$ cat config.mk
export PLATFORM = sky130hd
export DESIGN_NAME = irqAggregator
export DESIGN_NICKNAME = d
export VERILOG_FILES = /design/src/rtl/irqAggPkg.sv /design/src/rtl/irqAggCtrl.sv /design/src/rtl/irqAggDatapath.sv /design/src/rtl/irqAggregator.sv
export SDC_FILE = /design/constraint.sdc
export NUM_CORES = 1
export LEC_CHECK = 0
export BUFFER_PORTS_ARGS = -buffer_cell sky130_fd_sc_hd__buf_2
export CAP_MARGIN = 0
export CORE_ASPECT_RATIO = 1.2
export CORE_MARGIN = 2
export CORE_UTILIZATION = 41
export CTS_CLUSTER_SIZE = 24
export DETAILED_ROUTE_END_ITERATION = 8
export GPL_TIMING_DRIVEN = 1
export PLACE_DENSITY = 0.62
export REMOVE_ABC_BUFFERS = 1
export SYNTH_ARGS = -nofsm -noshare
export SYNTH_HDL_FRONTEND = slang
export SYNTH_SLANG_ARGS = --single-unit
$ cat constraint.sdc
create_clock -name clk -period 3.07 [get_ports clk]
set_input_delay 0.614 -clock clk [delete_from_list [all_inputs] [get_ports clk]]
set_output_delay 0.614 -clock clk [all_outputs]
set_load 0.03 [all_outputs]
$ cat src/rtl/irqAggPkg.sv
package irqAggPkg;
  localparam int SUM_BIT   = 6;
  localparam int FORCE_BIT = 20;
  localparam int EV_LOW    = 7;

  localparam logic [2:0] A_PEND     = 3'd0;
  localparam logic [2:0] A_EN       = 3'd1;
  localparam logic [2:0] A_LOOPEN   = 3'd2;
  localparam logic [2:0] A_LOOPPEND = 3'd4;

  typedef struct packed {
    logic       wrPend;
    logic       wrEn;
    logic [1:0] wrLoopEn;
    logic [1:0] wrLoopPend;
    logic       chanClr;
  } ctrlStb_t;

  // Enable bit that gates a given pending bit, or -1 when none does.
  function automatic int enMapOf(input int p);
    case (p)
      7:       return 0;
      8:       return 1;
      9:       return 2;
      10:      return 3;
      11:      return 4;
      12, 13:  return 5;
      14, 15:  return 6;
      16, 17:  return 7;
      18:      return 8;
      19:      return 9;
      20:      return 10;
      21:      return 11;
      23:      return 12;
      24:      return 13;
      default: return -1;
    endcase
  endfunction
endpackage

$ cat src/rtl/irqAggCtrl.sv
module irqAggCtrl
  import irqAggPkg::*;
#(
  parameter int ADDR_W = 3,
  parameter int HALVES = 2
) (
  input  logic              regWe,
  input  logic [ADDR_W-1:0] regAddr,
  input  logic              sumBit,
  output ctrlStb_t          stb
);
  always_comb begin
    stb = '0;
    if (regWe) begin
      if (regAddr == ADDR_W'(A_PEND)) begin
        stb.wrPend  = 1'b1;
        stb.chanClr = sumBit;
      end
      if (regAddr == ADDR_W'(A_EN)) stb.wrEn = 1'b1;
      for (int h = 0; h < HALVES; h++) begin
        if (regAddr == ADDR_W'(32'(A_LOOPEN) + 32'(h)))   stb.wrLoopEn[h]   = 1'b1;
        if (regAddr == ADDR_W'(32'(A_LOOPPEND) + 32'(h))) stb.wrLoopPend[h] = 1'b1;
      end
    end
  end
endmodule

$ cat src/rtl/irqAggDatapath.sv
module irqAggDatapath
  import irqAggPkg::*;
#(
  parameter int DATA_W = 32,
  parameter int NUM_CH = 64,
  parameter int ADDR_W = 3
) (
  input  logic              clk,
  input  logic              rstN,
  input  ctrlStb_t          stb,
  input  logic [DATA_W-1:0] wdata,
  input  logic [ADDR_W-1:0] rdAddr,
  input  logic [DATA_W-1:0] evtStrobe,
  input  logic [NUM_CH-1:0] loopEvt,
  output logic [DATA_W-1:0] rdata,
  output logic              irqOut
);
  localparam int CH_W   = $clog2(NUM_CH);
  localparam int HALVES = NUM_CH / DATA_W;
  localparam logic [DATA_W-1:0] EV_MASK = ~DATA_W'((64'd1 << EV_LOW) - 64'd1);

  logic [DATA_W-1:0] evPend, enReg, evClr, pendGate, pendView;
  logic [NUM_CH-1:0] loopPend, loopEn, loopClr;
  logic [CH_W-1:0]   topCh;
  logic              anyLoop;

  // Route each pending bit to the enable bit that gates it.
  for (genvar p = 0; p < DATA_W; p++) begin : g_gate
    if (enMapOf(p) >= 0) begin : g_on
      assign pendGate[p] = enReg[enMapOf(p)];
    end else begin : g_off
      assign pendGate[p] = 1'b0;
    end
  end

  assign evClr = stb.wrPend ? (wdata & EV_MASK) : '0;

  always_comb begin
    loopClr = '0;
    for (int h = 0; h < HALVES; h++)
      if (stb.wrLoopPend[h]) loopClr[h*DATA_W +: DATA_W] = wdata;
    if (stb.chanClr) loopClr[wdata[CH_W-1:0]] = 1'b1;
  end

  always_ff @(posedge clk) begin
    if (!rstN) begin
      evPend   <= '0;
      enReg    <= '0;
      loopPend <= '0;
    end else begin
      evPend   <= (evPend & ~evClr) | (evtStrobe & EV_MASK);
      loopPend <= (loopPend & ~loopClr) | loopEvt;
      if (stb.wrEn) enReg <= wdata;
    end
  end

  for (genvar h = 0; h < HALVES; h++) begin : g_loopEn
    always_ff @(posedge clk) begin
      if (!rstN) loopEn[h*DATA_W +: DATA_W] <= '0;
      else if (stb.wrLoopEn[h]) loopEn[h*DATA_W +: DATA_W] <= wdata;
    end
  end

  // Highest pending channel: later indices overwrite earlier ones.
  always_comb begin
    topCh = '0;
    for (int i = 0; i < NUM_CH; i++)
      if (loopPend[i]) topCh = CH_W'(i);
  end
  assign anyLoop = |loopPend;

  always_comb begin
    pendView = evPend & EV_MASK;
    pendView[SUM_BIT] = anyLoop;
    pendView[CH_W-1:0] = anyLoop ? topCh : '0;
  end

  always_comb begin
    rdata = '0;
    if (rdAddr == ADDR_W'(A_PEND)) rdata = pendView;
    if (rdAddr == ADDR_W'(A_EN))   rdata = enReg;
    for (int h = 0; h < HALVES; h++) begin
      if (rdAddr == ADDR_W'(32'(A_LOOPEN) + 32'(h)))   rdata = loopEn[h*DATA_W +: DATA_W];
      if (rdAddr == ADDR_W'(32'(A_LOOPPEND) + 32'(h))) rdata = loopPend[h*DATA_W +: DATA_W];
    end
  end

  assign irqOut = enReg[FORCE_BIT] | (|(evPend & EV_MASK & pendGate)) | (|(loopPend & loopEn));

  a_r2_event_latch: assert property (@(posedge clk) disable iff (!rstN)
    (|(evtStrobe & EV_MASK)) |=> ((evPend & $past(evtStrobe & EV_MASK)) == $past(evtStrobe & EV_MASK)));

  a_r3_w1c_clear: assert property (@(posedge clk) disable iff (!rstN)
    (stb.wrPend && ((evtStrobe & EV_MASK) == '0)) |=> ((evPend & $past(wdata & EV_MASK)) == '0));

  a_r5_top_valid: assert property (@(posedge clk) disable iff (!rstN)
    anyLoop |-> loopPend[topCh]);

  a_r6_chan_clear: assert property (@(posedge clk) disable iff (!rstN)
    (stb.chanClr && !loopEvt[wdata[CH_W-1:0]]) |=> !loopPend[$past(wdata[CH_W-1:0])]);

  a_r9_force: assert property (@(posedge clk) disable iff (!rstN)
    enReg[FORCE_BIT] |-> irqOut);
endmodule

$ cat src/rtl/irqAggregator.sv
module irqAggregator
  import irqAggPkg::*;
#(
  parameter int DATA_W = 32,
  parameter int NUM_CH = 64,
  parameter int ADDR_W = 3
) (
  input  logic              clk,
  input  logic              rstN,
  input  logic              regWe,
  input  logic [ADDR_W-1:0] regAddr,
  input  logic [DATA_W-1:0] regWdata,
  output logic [DATA_W-1:0] regRdata,
  input  logic [DATA_W-1:0] evtStrobe,
  input  logic [NUM_CH-1:0] loopEvt,
  output logic              irqOut
);
  localparam int HALVES = NUM_CH / DATA_W;

  ctrlStb_t stb;

  irqAggCtrl #(.ADDR_W(ADDR_W), .HALVES(HALVES)) u_ctrl (
    .regWe  (regWe),
    .regAddr(regAddr),
    .sumBit (regWdata[SUM_BIT]),
    .stb    (stb)
  );

  irqAggDatapath #(.DATA_W(DATA_W), .NUM_CH(NUM_CH), .ADDR_W(ADDR_W)) u_dp (
    .clk      (clk),
    .rstN     (rstN),
    .stb      (stb),
    .wdata    (regWdata),
    .rdAddr   (regAddr),
    .evtStrobe(evtStrobe),
    .loopEvt  (loopEvt),
    .rdata    (regRdata),
    .irqOut   (irqOut)
  );

  a_r7_idle_addr: assert property (@(posedge clk) disable iff (!rstN)
    (regAddr >= ADDR_W'(6)) |-> (regRdata == '0));
endmodule

; Word level (Yosys, flattened, before mapping)
; Cells that the tools add are included.
[op_classes]
n_bitwise = 11
mux = 84
order_cmp = 2
eq_ne = 5
n_reduce_logical = 5
[ops]
columns = op, n
row1 = 2-to-1 mux 32 bit, 9
row2 = 2-to-1 mux 6 bit, 33
row3 = bitwise AND 64 bit, 2
row4 = bitwise OR 64 bit, 2
row5 = OR reduction 64 bit, 2
row6 = 2-to-1 mux 5 bit, 16
row7 = 2-to-1 mux 64 bit, 1
row8 = inverter 64 bit, 1
row9 = bitwise AND 32 x 25 -> 32 bit, 1
row10 = bitwise AND 32 bit, 1
row11 = 2-to-1 mux 4 bit, 8
row12 = inverter 32 bit, 1
row13 = bitwise OR 32 bit, 1
row14 = OR reduction 32 bit, 1
row15 = 2-to-1 mux 3 bit, 4
row16 = 2-to-1 mux 1 bit, 9
row17 = < comparator 6 x 7 -> 1 bit (second input constant), 1
row18 = 2-to-1 mux 7 bit, 1
row19 = demux 1 bit (select 6 bit), 1
row20 = == test 3 x 2 -> 1 bit (second input constant), 2
row21 = == test 3 bit (second input constant), 2
row22 = greater-or-equal comparator 6 x 1 -> 1 bit (second input constant), 1
row23 = 2-to-1 mux 2 bit, 2
row24 = == test 3 x 1 -> 1 bit (second input constant), 1
row25 = 3 further kinds, 4
[word_totals]
out_inout_bits = 33
register_bits = 192
in_bits = 134

; Longest topological paths before layout
[depth]
word_depth = 70
ltp_mapped = 8
mapped_depth_nobuf = 6

; Hierarchy
; Synthesis repeated with hierarchy kept, for this count alone.
[hier_totals]
cells_unflattened = 1152
area_unflattened_um2 = 10189.8
[by_module_without_submodules]
columns = mod, area_each_um2, seq_area_each_um2, instances, cells_each
row1 = irqAggDatapath, 10105.9, 3703.6, 1, 1142
row2 = irqAggCtrl, 83.8, 0.0, 1, 10

; Worst setup path after synthesis
; OpenSTA, ideal clock, no wires.
[synth_timing]
path_type = input-to-output
from = input regAddr[1]
to = output regRdata[1]
t_arrival_ns = 2.100
path_stages = 5
n_path_buf = 2
setup_slack_ns = 0.356
required_time_ns = 2.456
path_cell_list = buf_6 -> buf_6 -> nor4_1 -> nand2_1 -> a221oi_1
[synth_between]
elab_chain_len = 7
elab_cells_between_ends = 12
classes_between = eq/ne (5) / mux (6) / reduce/logical (1)
[synth_rtl]
columns = item, line
row1 = from (decl), irqAggregator.sv:11  ; input logic [ADDR_W-1:0] regAddr,
row2 = logical NOT 3 bit, irqAggDatapath.sv:80  ; if (rdAddr == ADDR_W'(A_PEND)) rdata = pendView;
row3 = 2-to-1 mux 32 bit, irqAggDatapath.sv:80
row4 = 2-to-1 mux 32 bit, irqAggDatapath.sv:81  ; if (rdAddr == ADDR_W'(A_EN)) rdata = enReg;
row5 = 2-to-1 mux 32 bit, irqAggDatapath.sv:83  ; if (rdAddr == ADDR_W'(32'(A_LOOPEN) + 32'(h))) rdata = loopEn[h*DATA_W +: DATA_W];
row6 = 2-to-1 mux 32 bit, irqAggDatapath.sv:84  ; if (rdAddr == ADDR_W'(32'(A_LOOPPEND) + 32'(h))) rdata = loopPend[h*DATA_W +: DATA_W];
row7 = 2-to-1 mux 32 bit, irqAggDatapath.sv:83
row8 = 2-to-1 mux 32 bit *, irqAggDatapath.sv:84
row9 = to (decl), irqAggregator.sv:13  ; output logic [DATA_W-1:0] regRdata,
; Mark *: on every way between the ends. The rest lies on a longest branch, timed or not.

; Final worst setup path
[layout_timing]
from = register u_dp.loopPend[32]
to = output regRdata[4]
[layout_between]
elab_chain_len = 39
elab_cells_between_ends = 40
classes_between = mux (39) / reduce/logical (1)
[layout_rtl]
columns = item, line
row1 = from (decl), irqAggDatapath.sv:23  ; logic [NUM_CH-1:0] loopPend, loopEn, loopClr;
row2 = from (signal assigned), irqAggDatapath.sv:52  ; loopPend <= (loopPend & ~loopClr) | loopEvt;
row3 = 2-to-1 mux 6 bit (32 in a row), irqAggDatapath.sv:68  ; if (loopPend[i]) topCh = CH_W'(i);
row4 = 2-to-1 mux 6 bit *, irqAggDatapath.sv:75  ; pendView[CH_W-1:0] = anyLoop ? topCh : '0;
row5 = 2-to-1 mux 32 bit *, irqAggDatapath.sv:80
row6 = 2-to-1 mux 32 bit *, irqAggDatapath.sv:81
row7 = 2-to-1 mux 32 bit *, irqAggDatapath.sv:83
row8 = 2-to-1 mux 32 bit *, irqAggDatapath.sv:84
row9 = 2-to-1 mux 32 bit *, irqAggDatapath.sv:83
row10 = 2-to-1 mux 32 bit *, irqAggDatapath.sv:84
; Marked as above.

==> results.tsv <==
metric	value	unit
dp_slack	-0.136	ns
synth_ff_type	dfxtp_1	
hold_class	in -> reg	
critPathKind	reg -> out	
final_common_cell	nand2_1	
cts_buffer_depth	2	
cts_hold_buf	0	
drc	0	
dpl_cell_area	0.0117	mm2
rsz0062_at_grt	yes	
drv_cap	0	
tightestPinTransition	0.743	ns
fin_skew	0	ns
drt_iter0_drc	1240	
grt_pass1_vias	10397	
setup_viol	2	
ys_seq_area_frac	0.370	
insertion_delay	0.45	ns
irDropWorstVdd	393	uV
die_h	175	um
cp_max_fo	7	
grt_overflow	0	
yosysWarnings	0	
vias	10764	
synth_cell_types	66	
syn_area	0.0100	mm2
busiest_layer	met2	
die_w	147	um
slew_headroom	0.500	
min_period_over_period	1.01	
globalRouteMet1Util	0.447	
netlist_instances	1188	
drv_slew	0	
synth_edf_count	0	
ant_nets	0	
port_buffers	159	
fin_area	0.0127	mm2
drive_gt1_frac	0.291	
r2r_setup_slack	1.88	ns
row_count	62	
status	finished with violations	
place_hpwl	34000	um
synth_seq_cells	185	
grt_pass1_wl	67000	um
synth_top_area_share	0.370	
area_growth	27.3	%
fin_crit	3.11	ns
synth_largest_area_cell	dfxtp_1	
cts_buffers	17	
cp.required	2.46	ns
mostFrequentLayoutCells	262 x nand2_1, 165 x dfxtp_1, 150 x buf_2	
antenna_found_initial	0	
avgSynthCellArea	8.42	um2
powerDensity	477	mW/mm2
fp.dieArea	0.0257	mm2
timing.fmax	0.321	GHz
worstPathArrival	2.50	ns
grt_max_degree	75	
htreeDepth	4	
cp-start-kind	flop	
power_leakage	4.96	nW
drt-total-wl	45300	um
wire_per_inst	26.0	um
use_met3	0.0684	
cts_tree	yes	
n_antenna_cell	0	
pin_count	167	
fin_ws	-0.0441	ns
fillCellCount	2317	
finalHoldViolCount	0	
core-area	0.0240	mm2
end_kind	primary output	
clk_pin_slew_worst_paths	0.08	ns
use_met2	0.578	
avgViaCountPerCell	6.18	
final_nets	1544	
gp_congestion	1.04	
violations	negative setup slack	
first_pass_iters	6	
start_util	0.417	
clockRootBuffer	clkbuf_16	
track_usage	0.353	
async_flop_share	0	
synthTopCellsByArea	dfxtp_1 37%, nand2_1 9.9%, a21boi_0 7.4%	
cts_sinks	185	
==> through the flow <==
step                      setup TNS [ns]  utilization  total power [mW]  cells  hold slack (ns)
after floorplan                    -4.64            -              3.15   1108            0.440
after detailed placement          -0.136        0.487              3.76   1695            0.457
after CTS                        -0.0294        0.521              6.02   1733            0.345
after global placement            -0.161        0.487              3.75   1695            0.446
final                            -0.0445        0.531              6.07   1743            0.359
after global routing              -0.307        0.531              6.25   1743            0.359
==> where the power goes <==
group          internal (mW)  switching, mW  total (mW)  leakage [nW]
combinational          0.474          0.672        1.15          3.14
sequential              2.51          0.161        2.67          1.53
clock                   1.15           1.10        2.25         0.285
total                   4.14           1.93        6.07          4.96
==> critical path, cell delays in order, from the launching register on <==
cell	delay, ns
dfxtp_4	0.40
nor4_4	0.31
nand4_1	0.19
buf_4	0.18
nor2b_4	0.10
a2111oi_2	0.05
a2111o_1	0.41
a32oi_1	0.20
buf_4	0.20
==> kinds of logic (layout without fill, tap and decap cells) <==
kind of cell | Yosys count | after routing | synth area share
AO/OA/AOI/OAI | 388 | 388 | 0.284
multiplexers | 57 | 57 | 0.0885
buffers and inverters | 144 | 379 | 0.0619
flip-flops | 185 | 185 | 0.370
AND/OR/NAND/NOR | 414 | 414 | 0.195
==> registers in the layout (all words and copies together) (netlist names) <==
signal / cells
u_dp.enReg: 32
u_dp.evPend: 25
u_dp.loopEn: 64
u_dp.loopPend: 64
==> worst paths after layout <==
kind	cells past startpoint	from	to
worst max-delay path	8	u_dp.loopPend[32]$_SDFF_PN0_	regRdata[4]
worst min-delay path	2	loopEvt[14]	u_dp.loopPend[14]$_SDFF_PN0_
worst max register to register	4	u_dp.loopPend[13]$_SDFF_PN0_	u_dp.loopPend[13]$_SDFF_PN0_
worst min register to register	2	u_dp.enReg[31]$_SDFFE_PN0P_	u_dp.enReg[31]$_SDFFE_PN0P_
==> per-layer routing <==
layer  share of wire  vias up
met4           0.048        0
li1                -     4765
met2            0.47      666
met5               0        -
met3           0.089      115
met1            0.39     5218
==> timing repair <==
item | 4_1_cts | 5_1_grt
setup endpoints to repair | 8 | 7
gates cloned | 0 | 0
buffers inserted | 7 | 13
pin swaps | 12 | 22
resized for setup | 49 | 33
==> synthesized netlist by cell type (all sizes together), types with 16 or more instances <==
cell type,instances
nand2,264
dfxtp,185
a21boi,98
a221oi,78
inv,64
o21a,62
clkbuf,52
a21oi,48
nor2,38
o21ai,38
mux2i,31
nor2b,31
buf,28
nor4,26
mux4,25
nand4,16
==> final cells by class <==
cell class	instances	area, um2	area share
well taps	320	400	0.0314
clock buffers	17	425	0.0334
clock inverters	15	155	0.0122
inverters	64	240	0.0189
flip-flops and latches	185	3740	0.294
multi-input cells	859	5990	0.470
repair buffers	283	1790	0.140
(Power assumes the default switching activity.)
